--- config.mk ---
export PLATFORM = sky130hd
export DESIGN_NAME = thr_dbuf
export DESIGN_NICKNAME = d
export VERILOG_FILES = /design/src/rtl/thr_dbuf_pkg.sv /design/src/rtl/thr_dbuf_store.sv /design/src/rtl/thr_dbuf_level.sv /design/src/rtl/thr_dbuf_thresh.sv /design/src/rtl/thr_dbuf.sv
export SDC_FILE = /design/constraint.sdc
export NUM_CORES = 1
export LEC_CHECK = 0
export BUFFER_PORTS_ARGS = -buffer_cell sky130_fd_sc_hd__buf_2
export CORE_AREA = 2 2 141 246
export DETAILED_ROUTE_END_ITERATION = 7
export DIE_AREA = 0 0 143 248
export MAX_ROUTING_LAYER = met4
export PLACE_DENSITY = 0.83
export SETUP_SLACK_MARGIN = 0.2
export SLEW_MARGIN = 20
export SYNTH_ARGS = -nofsm -noshare
export SYNTH_HDL_FRONTEND = slang
export SYNTH_SLANG_ARGS = --single-unit
--- constraint.sdc ---
create_clock -name clk -period 6.3 [get_ports clk]
set_clock_uncertainty 0.2 [all_clocks]
set_input_delay 0 -clock clk [delete_from_list [all_inputs] [get_ports clk]]
set_output_delay 0 -clock clk [all_outputs]
set_load 0.05 [all_outputs]
--- src/rtl/thr_dbuf_pkg.sv ---
package thr_dbuf_pkg;
  localparam int DATA_W_DEF = 16;
  localparam int DEPTH_DEF  = 32;
  localparam int THR_W      = 5;
  localparam int CFG_W      = 16;
  // Register field positions (software-visible layout)
  localparam int RXEN_BIT   = 15;
  localparam int AF_LSB     = 8;
  localparam int TXEN_BIT   = 7;
  localparam int AE_LSB     = 0;

  typedef struct packed {
    logic             rx_en;
    logic [THR_W-1:0] af_lvl;
    logic             tx_en;
    logic [THR_W-1:0] ae_lvl;
  } thr_cfg_t;

  function automatic thr_cfg_t cfg_decode(input logic [CFG_W-1:0] w);
    thr_cfg_t c;
    c.rx_en  = w[RXEN_BIT];
    c.af_lvl = w[AF_LSB +: THR_W];
    c.tx_en  = w[TXEN_BIT];
    c.ae_lvl = w[AE_LSB +: THR_W];
    return c;
  endfunction

  function automatic logic [CFG_W-1:0] cfg_encode(input thr_cfg_t c);
    logic [CFG_W-1:0] w;
    w = '0;
    w[RXEN_BIT]         = c.rx_en;
    w[AF_LSB +: THR_W]  = c.af_lvl;
    w[TXEN_BIT]         = c.tx_en;
    w[AE_LSB +: THR_W]  = c.ae_lvl;
    return w;
  endfunction
endpackage

--- src/rtl/thr_dbuf_store.sv ---
module thr_dbuf_store #(
  parameter int DATA_W = 16,
  parameter int DEPTH  = 32,
  localparam int PTR_W = $clog2(DEPTH),
  localparam int CNT_W = PTR_W + 1
) (
  input  logic              clk,
  input  logic              rst_n,
  input  logic              push,
  input  logic              pop,
  input  logic [DATA_W-1:0] wdata,
  input  logic [CNT_W-1:0]  level,
  output logic [DATA_W-1:0] rdata
);
  logic [DATA_W-1:0] mem [DEPTH];
  logic [PTR_W-1:0]  wr_ptr, rd_ptr;

  function automatic logic [PTR_W-1:0] bump(input logic [PTR_W-1:0] p);
    return (p == PTR_W'(DEPTH-1)) ? '0 : p + 1'b1;
  endfunction

  always_ff @(posedge clk) begin
    if (push) mem[wr_ptr] <= wdata;
  end

  always_ff @(posedge clk) begin
    if (!rst_n) begin
      wr_ptr <= '0;
      rd_ptr <= '0;
    end else begin
      if (push) wr_ptr <= bump(wr_ptr);
      if (pop)  rd_ptr <= bump(rd_ptr);
    end
  end

  assign rdata = mem[rd_ptr];

  // pointer distance (mod DEPTH) agrees with the separately kept level
  a_r1_ptr_gap: assert property (@(posedge clk) disable iff (!rst_n)
    ((int'(wr_ptr) + DEPTH - int'(rd_ptr)) % DEPTH) == (int'(level) % DEPTH))
    else $error("a_r1_ptr_gap");
endmodule

--- src/rtl/thr_dbuf_level.sv ---
module thr_dbuf_level #(
  parameter int DEPTH  = 32,
  localparam int CNT_W = $clog2(DEPTH) + 1
) (
  input  logic             clk,
  input  logic             rst_n,
  input  logic             push,
  input  logic             pop,
  output logic [CNT_W-1:0] level,
  output logic             full,
  output logic             empty
);
  always_ff @(posedge clk) begin
    if (!rst_n) level <= '0;
    else if (push && !pop) level <= level + 1'b1;
    else if (pop && !push) level <= level - 1'b1;
  end

  assign full  = (level == CNT_W'(DEPTH));
  assign empty = (level == '0);

  a_r2_no_overflow: assert property (@(posedge clk) disable iff (!rst_n)
    level <= CNT_W'(DEPTH)) else $error("a_r2_no_overflow");

  a_r2_full_hold: assert property (@(posedge clk) disable iff (!rst_n)
    full && !pop |=> full) else $error("a_r2_full_hold");

  a_r3_empty_pop: assert property (@(posedge clk) disable iff (!rst_n)
    empty && !push |=> level == '0) else $error("a_r3_empty_pop");

  a_r4_both_stable: assert property (@(posedge clk) disable iff (!rst_n)
    push && pop |=> $stable(level)) else $error("a_r4_both_stable");
endmodule

--- src/rtl/thr_dbuf_thresh.sv ---
module thr_dbuf_thresh
  import thr_dbuf_pkg::*;
#(
  parameter int DEPTH  = 32,
  localparam int CNT_W = $clog2(DEPTH) + 1
) (
  input  logic             clk,
  input  logic             rst_n,
  input  logic             cfg_we,
  input  logic [CFG_W-1:0] cfg_wdata,
  input  logic             dir_rx,
  input  logic             xfer_active,
  input  logic [CNT_W-1:0] level,
  output logic [CFG_W-1:0] cfg_rdata,
  output logic             rx_req,
  output logic             tx_req,
  output logic             rx_flag,
  output logic             tx_flag
);
  localparam thr_cfg_t CFG_RST = '{rx_en: 1'b0, af_lvl: THR_W'(DEPTH-1),
                                   tx_en: 1'b0, ae_lvl: '0};

  thr_cfg_t cfg_q, cfg_new;
  logic     rx_hit, tx_hit, idle_empty;

  assign cfg_new = cfg_decode(cfg_wdata);

  always_ff @(posedge clk) begin
    if (!rst_n)      cfg_q <= CFG_RST;
    else if (cfg_we) cfg_q <= cfg_new;
  end

  assign cfg_rdata  = cfg_encode(cfg_q);
  assign rx_hit     = dir_rx  && (level > CNT_W'(cfg_q.af_lvl));
  assign tx_hit     = !dir_rx && (level < CNT_W'(cfg_q.ae_lvl));
  assign idle_empty = !xfer_active && (level == '0);

  always_ff @(posedge clk) begin
    if (!rst_n) begin
      rx_req  <= 1'b0;
      tx_req  <= 1'b0;
      rx_flag <= 1'b0;
      tx_flag <= 1'b0;
    end else begin
      if (idle_empty) begin
        rx_flag <= 1'b0;
        tx_flag <= 1'b0;
      end else begin
        rx_req  <= rx_hit && cfg_q.rx_en;
        rx_flag <= rx_hit && !cfg_q.rx_en;
        tx_req  <= tx_hit && cfg_q.tx_en;
        tx_flag <= tx_hit && !cfg_q.tx_en;
      end
      if (cfg_we && cfg_new.rx_en) rx_flag <= 1'b0;
      if (cfg_we && cfg_new.tx_en) tx_flag <= 1'b0;
    end
  end

  a_r5_resv_zero: assert property (@(posedge clk) disable iff (!rst_n)
    cfg_we |-> (cfg_wdata[14:13] == 2'b00 && cfg_wdata[6:5] == 2'b00))
    else $error("a_r5_resv_zero");

  a_r6_rx_dir: assert property (@(posedge clk) disable iff (!rst_n)
    rx_flag |-> $past(dir_rx)) else $error("a_r6_rx_dir");

  a_r7_tx_dir: assert property (@(posedge clk) disable iff (!rst_n)
    tx_flag |-> !$past(dir_rx)) else $error("a_r7_tx_dir");

  a_r8_idle_clear: assert property (@(posedge clk) disable iff (!rst_n)
    idle_empty |=> !rx_flag && !tx_flag) else $error("a_r8_idle_clear");

  a_r8_dma_hold: assert property (@(posedge clk) disable iff (!rst_n)
    idle_empty |=> $stable(rx_req) && $stable(tx_req)) else $error("a_r8_dma_hold");

  a_r10_rx_clear: assert property (@(posedge clk) disable iff (!rst_n)
    cfg_we && cfg_wdata[RXEN_BIT] |=> !rx_flag) else $error("a_r10_rx_clear");

  a_r10_tx_clear: assert property (@(posedge clk) disable iff (!rst_n)
    cfg_we && cfg_wdata[TXEN_BIT] |=> !tx_flag) else $error("a_r10_tx_clear");
endmodule

--- src/rtl/thr_dbuf.sv ---
module thr_dbuf
  import thr_dbuf_pkg::*;
#(
  parameter int DATA_W = DATA_W_DEF,
  parameter int DEPTH  = DEPTH_DEF,
  localparam int CNT_W = $clog2(DEPTH) + 1
) (
  input  logic              clk,
  input  logic              rst_n,
  input  logic              in_valid,
  input  logic [DATA_W-1:0] in_data,
  output logic              in_ready,
  output logic              out_valid,
  output logic [DATA_W-1:0] out_data,
  input  logic              out_ready,
  input  logic              dir_rx,
  input  logic              xfer_active,
  input  logic              cfg_we,
  input  logic [CFG_W-1:0]  cfg_wdata,
  output logic [CFG_W-1:0]  cfg_rdata,
  output logic [CNT_W-1:0]  fill_level,
  output logic              rx_dma_req,
  output logic              tx_dma_req,
  output logic              rx_lvl_flag,
  output logic              tx_lvl_flag
);
  logic push_fire, pop_fire, full, empty;

  assign in_ready  = !full;
  assign out_valid = !empty;
  assign push_fire = in_valid && in_ready;
  assign pop_fire  = out_ready && out_valid;

  thr_dbuf_level #(.DEPTH(DEPTH)) u_level (
    .clk(clk), .rst_n(rst_n), .push(push_fire), .pop(pop_fire),
    .level(fill_level), .full(full), .empty(empty)
  );

  thr_dbuf_store #(.DATA_W(DATA_W), .DEPTH(DEPTH)) u_store (
    .clk(clk), .rst_n(rst_n), .push(push_fire), .pop(pop_fire),
    .wdata(in_data), .level(fill_level), .rdata(out_data)
  );

  thr_dbuf_thresh #(.DEPTH(DEPTH)) u_thresh (
    .clk(clk), .rst_n(rst_n), .cfg_we(cfg_we), .cfg_wdata(cfg_wdata),
    .dir_rx(dir_rx), .xfer_active(xfer_active), .level(fill_level),
    .cfg_rdata(cfg_rdata), .rx_req(rx_dma_req), .tx_req(tx_dma_req),
    .rx_flag(rx_lvl_flag), .tx_flag(tx_lvl_flag)
  );
endmodule

==> impl_metrics.py <==
metrics = {
    "global_routing": {
        "grt_first_pass_wirelength_um": 70300,
        "grt_util_all_layers_pct": 28.0,
        "first_global_vias": 12318,
        "overflow": 0,
        "antenna_found_initial": 0,
        "grt_max_degree": 130,
    },
    "floorplan": {
        "start_util_pct": 64.8,
        "dieWidth_um": 143,
        "core-area_sq_um": 33500,
        "die-area_sq_um": 35500,
        "pin_count": 83,
        "rows": 89,
        "die_h_um": 248,
    },
    "cells_and_area": {
        "fillerInstances": 1829,
        "multi_input_area_sq_um": 5100,
        "finalNetCount": 1430,
        "layout-drive-gt1-share_pct": 19.0,
        "antenna_cells": 0,
        "register_area_sq_um": 16100,
        "final_cell_area_sq_um": 24700,
        "area_growth_pct": 13.6,
    },
    "worst_setup_path": {
        "endpoint_kind": "output pin",
        "worstSetupStartpointType": "register",
        "crit_family": "simple AND/OR/NAND/NOR gates",
        "reg2reg_to": "u_level.level[5]",
        "path_max_fanout": 41,
        "crit_arrival_ps": 3850,
        "critical_path_required_ps": 6100,
        "cp.buffers_inverters": 1,
        "reg2reg_from": "u_level.level[1]",
        "crit_chain": "nor2b_2 -> a22oi_1 -> a31oi_1 -> nand3_1 -> buf_2",
        "reg2reg_depth": 11,
        "max_stage_delay_ps": 920,
        "reg2reg_slack_ps": 2640,
        "critPathKind": "reg2out",
        "crit_slowest_cell": "nor2b_2",
    },
    "yosys": {
        "yosys.area.top_type": "edfxtp_1",
        "syn-cell-area_sq_um": 21700,
        "ys_warn_count": 0,
        "synth_top_area_share_pct": 70.8,
        "synthMostInstantiatedCell": "edfxtp_1",
        "netlist_instances": 1218,
        "postSynth.asyncResetShare_pct": 0,
        "synthTopCellsByArea": "edfxtp_1 (71%), mux4_2 (6.6%), mux2i_1 (6.4%)",
        "yosysSeqAreaShare_pct": 74.2,
        "synth_commonest_cells": "edfxtp_1 (512), mux2i_1 (138), a22oi_1 (64), mux4_2 (64), nor2_1 (52)",
        "ys_types": 54,
        "synth_ff_type": "edfxtp_1",
        "ys_ff_latch": 549,
        "avgSynthCellArea_sq_um": 17.8,
        "synth_edf_count": 512,
    },
    "timing": {
        "layout_min_cycle_time_ps": 4050,
        "final_hold_viol_count": 0,
        "worst-slew-pin-transition_ps": 965,
        "period_share_pct": 64.3,
        "fmax_mhz": 247,
        "slew_headroom_pct": 35.4,
        "rsz0062_at_grt": "false",
        "setup_slack_ps": 2250,
        "tns_ps": 0,
        "hold-worst-slack_ps": 62.5,
        "finalMaxSlewViolations": 0,
        "finalSetupViolCount": 0,
    },
    "clock_network": {
        "path_clk_slew_ps": 70,
        "cts_tree": "done",
        "root_buffer": "clkbuf_16",
        "htreeDepth": 2,
        "cts_max_path_buffers": 3,
        "clk_latency_ps": 560,
        "numClockSinks": 549,
        "cts_buffers": 45,
        "ctsResizeCount": 0,
    },
    "status": {
        "run_status": "complete, no violations",
    },
    "worst_hold_path": {
        "min-delay-path-class": "in2reg",
        "hp-start": "cfg_wdata[7]",
        "worstHoldEndpoint": "u_thresh.cfg_rdata[7]",
        "hold-path-cell-count": 4,
    },
    "placed_design": {
        "gp_congestion": 0.785,
        "place_area_sq_um": 22700,
        "dp_slack_ps": 2770,
        "dp_hpwl_um": 26500,
        "numPortBuffers": 74,
    },
    "route": {
        "wl_per_cell_um": 25.6,
        "drtPass1Iterations": 5,
        "first_iter_violations": 1113,
        "via_per_inst": 6.41,
        "wirelength_um": 47500,
        "drc": 0,
        "antenna_left": 0,
        "vias": 11907,
    },
    "power": {
        "powerDensity_nw_per_um2": 333,
        "cellLeakagePower_uw": 0.00795,
        "peakVddDrop_mv": 0.325,
    },
    "run": {
        "cap_viol_max_count": 0,
    },
}
-- power by group --
| group | leakage (uW) | internal [uW] | switching (uW) |
|---|---|---|---|
| sequential | 0.00492 | 4050 | 104 |
| combinational | 0.00232 | 432 | 878 |
| clock | 0.000711 | 1530 | 1220 |
| total | 0.00795 | 6010 | 2200 |
-- worst max-delay path by stage --
stage | start | end | slack [ps] | cells after the start
3_3_place_gp | u_level.level[1] | u_level.level[5] | 2850 | 11
3_5_place_dp | u_level.level[1] | u_level.level[5] | 2770 | 11
2_1_floorplan | u_level.level[1] | u_level.level[5] | 2960 | 11
6_report | register | out_data[5] | 2250 | 5
5_1_grt | register | out_data[5] | 2140 | 5
4_1_cts | register | out_data[5] | 2320 | 5
-- registers in the layout, summed over array words and instances (netlist names), named ones only --
name,flops
u_level.level,6
u_thresh.cfg_rdata,12
u_thresh.tx_req,1
u_thresh.tx_flag,1
u_store.rd_ptr,5
u_thresh.rx_req,1
u_store.wr_ptr,5
u_thresh.rx_flag,1
u_store.mem,512
-- cell families (layout without fill, tap and decap cells) --
| group | count (synthesis) | in the layout | share of synthesized area [%] |
|---|---|---|---|
| adders and majority gates | 22 | 22 | 1.30 |
| DFF | 549 | 549 | 74.2 |
| and+or+nand+nor | 163 | 163 | 3.92 |
| AOI/OAI and AO/OA | 157 | 157 | 4.97 |
| buffers and inverters | 120 | 303 | 2.48 |
| muxes | 202 | 202 | 13.0 |
| other | 1 | 4 | 0.0173 |
| xor gates and xnor gates | 4 | 4 | 0.161 |
-- tightest hold or removal path, stage by stage --
cell and delay [ps]:
dlygate4sd3_1 520, buf_2 110, mux2i_1 60, nor2_1 80
-- metrics by stage --
stage / cells / power, uW / util [%]
after floorplan: 1221 / 5100 / -
after detailed placement: 1719 / 5490 / 67.6
after CTS: 1859 / 8220 / 73.6
after global routing: 1859 / 8420 / 73.6
after global placement: 1719 / 5450 / 67.6
final: 1859 / 8210 / 73.6
-- layer usage --
| layer | vias up | share of wire (%) | global-route usage [%] | routed length, um |
|---|---|---|---|---|
| met5 | - | 0 | - | 0 |
| met4 | 0 | 5.7 | 15.5 | 2690 |
| met3 | 143 | 6.7 | 3.53 | 3180 |
| met2 | 639 | 53 | 47.3 | 25000 |
| met1 | 6005 | 35 | 32.7 | 16600 |
| li1 | 5120 | - | - | - |
-- area by class of cell --
class                   instances  share of cell area [%]
flip-flops and latches        549                    65.3
well taps                     455                    2.31
multi-input cells             552                    20.7
repair buffers                169                    5.03
clock inverters                25                   0.836
inverters                      52                   0.801
clock buffers                  57                    5.04
-- cells in the final DEF (no fill, tap or decap), types with 3 or more instances in the layout --
cell type	netlist	routed
clkbuf_8	0	3
and3_1	4	4
dlygate4sd3_1	0	58
buf_4	8	36
ha_1	21	21
a31oi_1	18	18
bufinv_16	0	3
mux4_2	64	64
o21ai_0	6	6
o211ai_1	5	5
nand3b_1	8	8
conb_1	1	4
a22oi_1	64	64
clkinv_2	0	10
or3b_2	3	3
clkinvlp_4	0	3
nor2_1	52	49
a21o_1	3	3
nand2_1	16	16
dfxtp_1	37	35
buf_2	33	74
inv_1	50	50
clkbuf_1	22	7
or3_1	3	3
mux2i_1	138	138
nand3_1	37	37
o22ai_1	17	17
nor2b_2	0	3
nor2_2	0	3
clkbuf_16	0	47
clkinv_1	1	8
nor2b_1	19	16
edfxtp_1	512	512
nor4_1	3	3
a21oi_1	31	31
-- what timing repair did --
action / in CTS / in global routing
hold buffers: 58 / 0
setup endpoints to repair: 0 / 0
hold endpoints to repair: 543 / 0
setup buffers: 0 / 0
(Power assumes the default switching activity.)
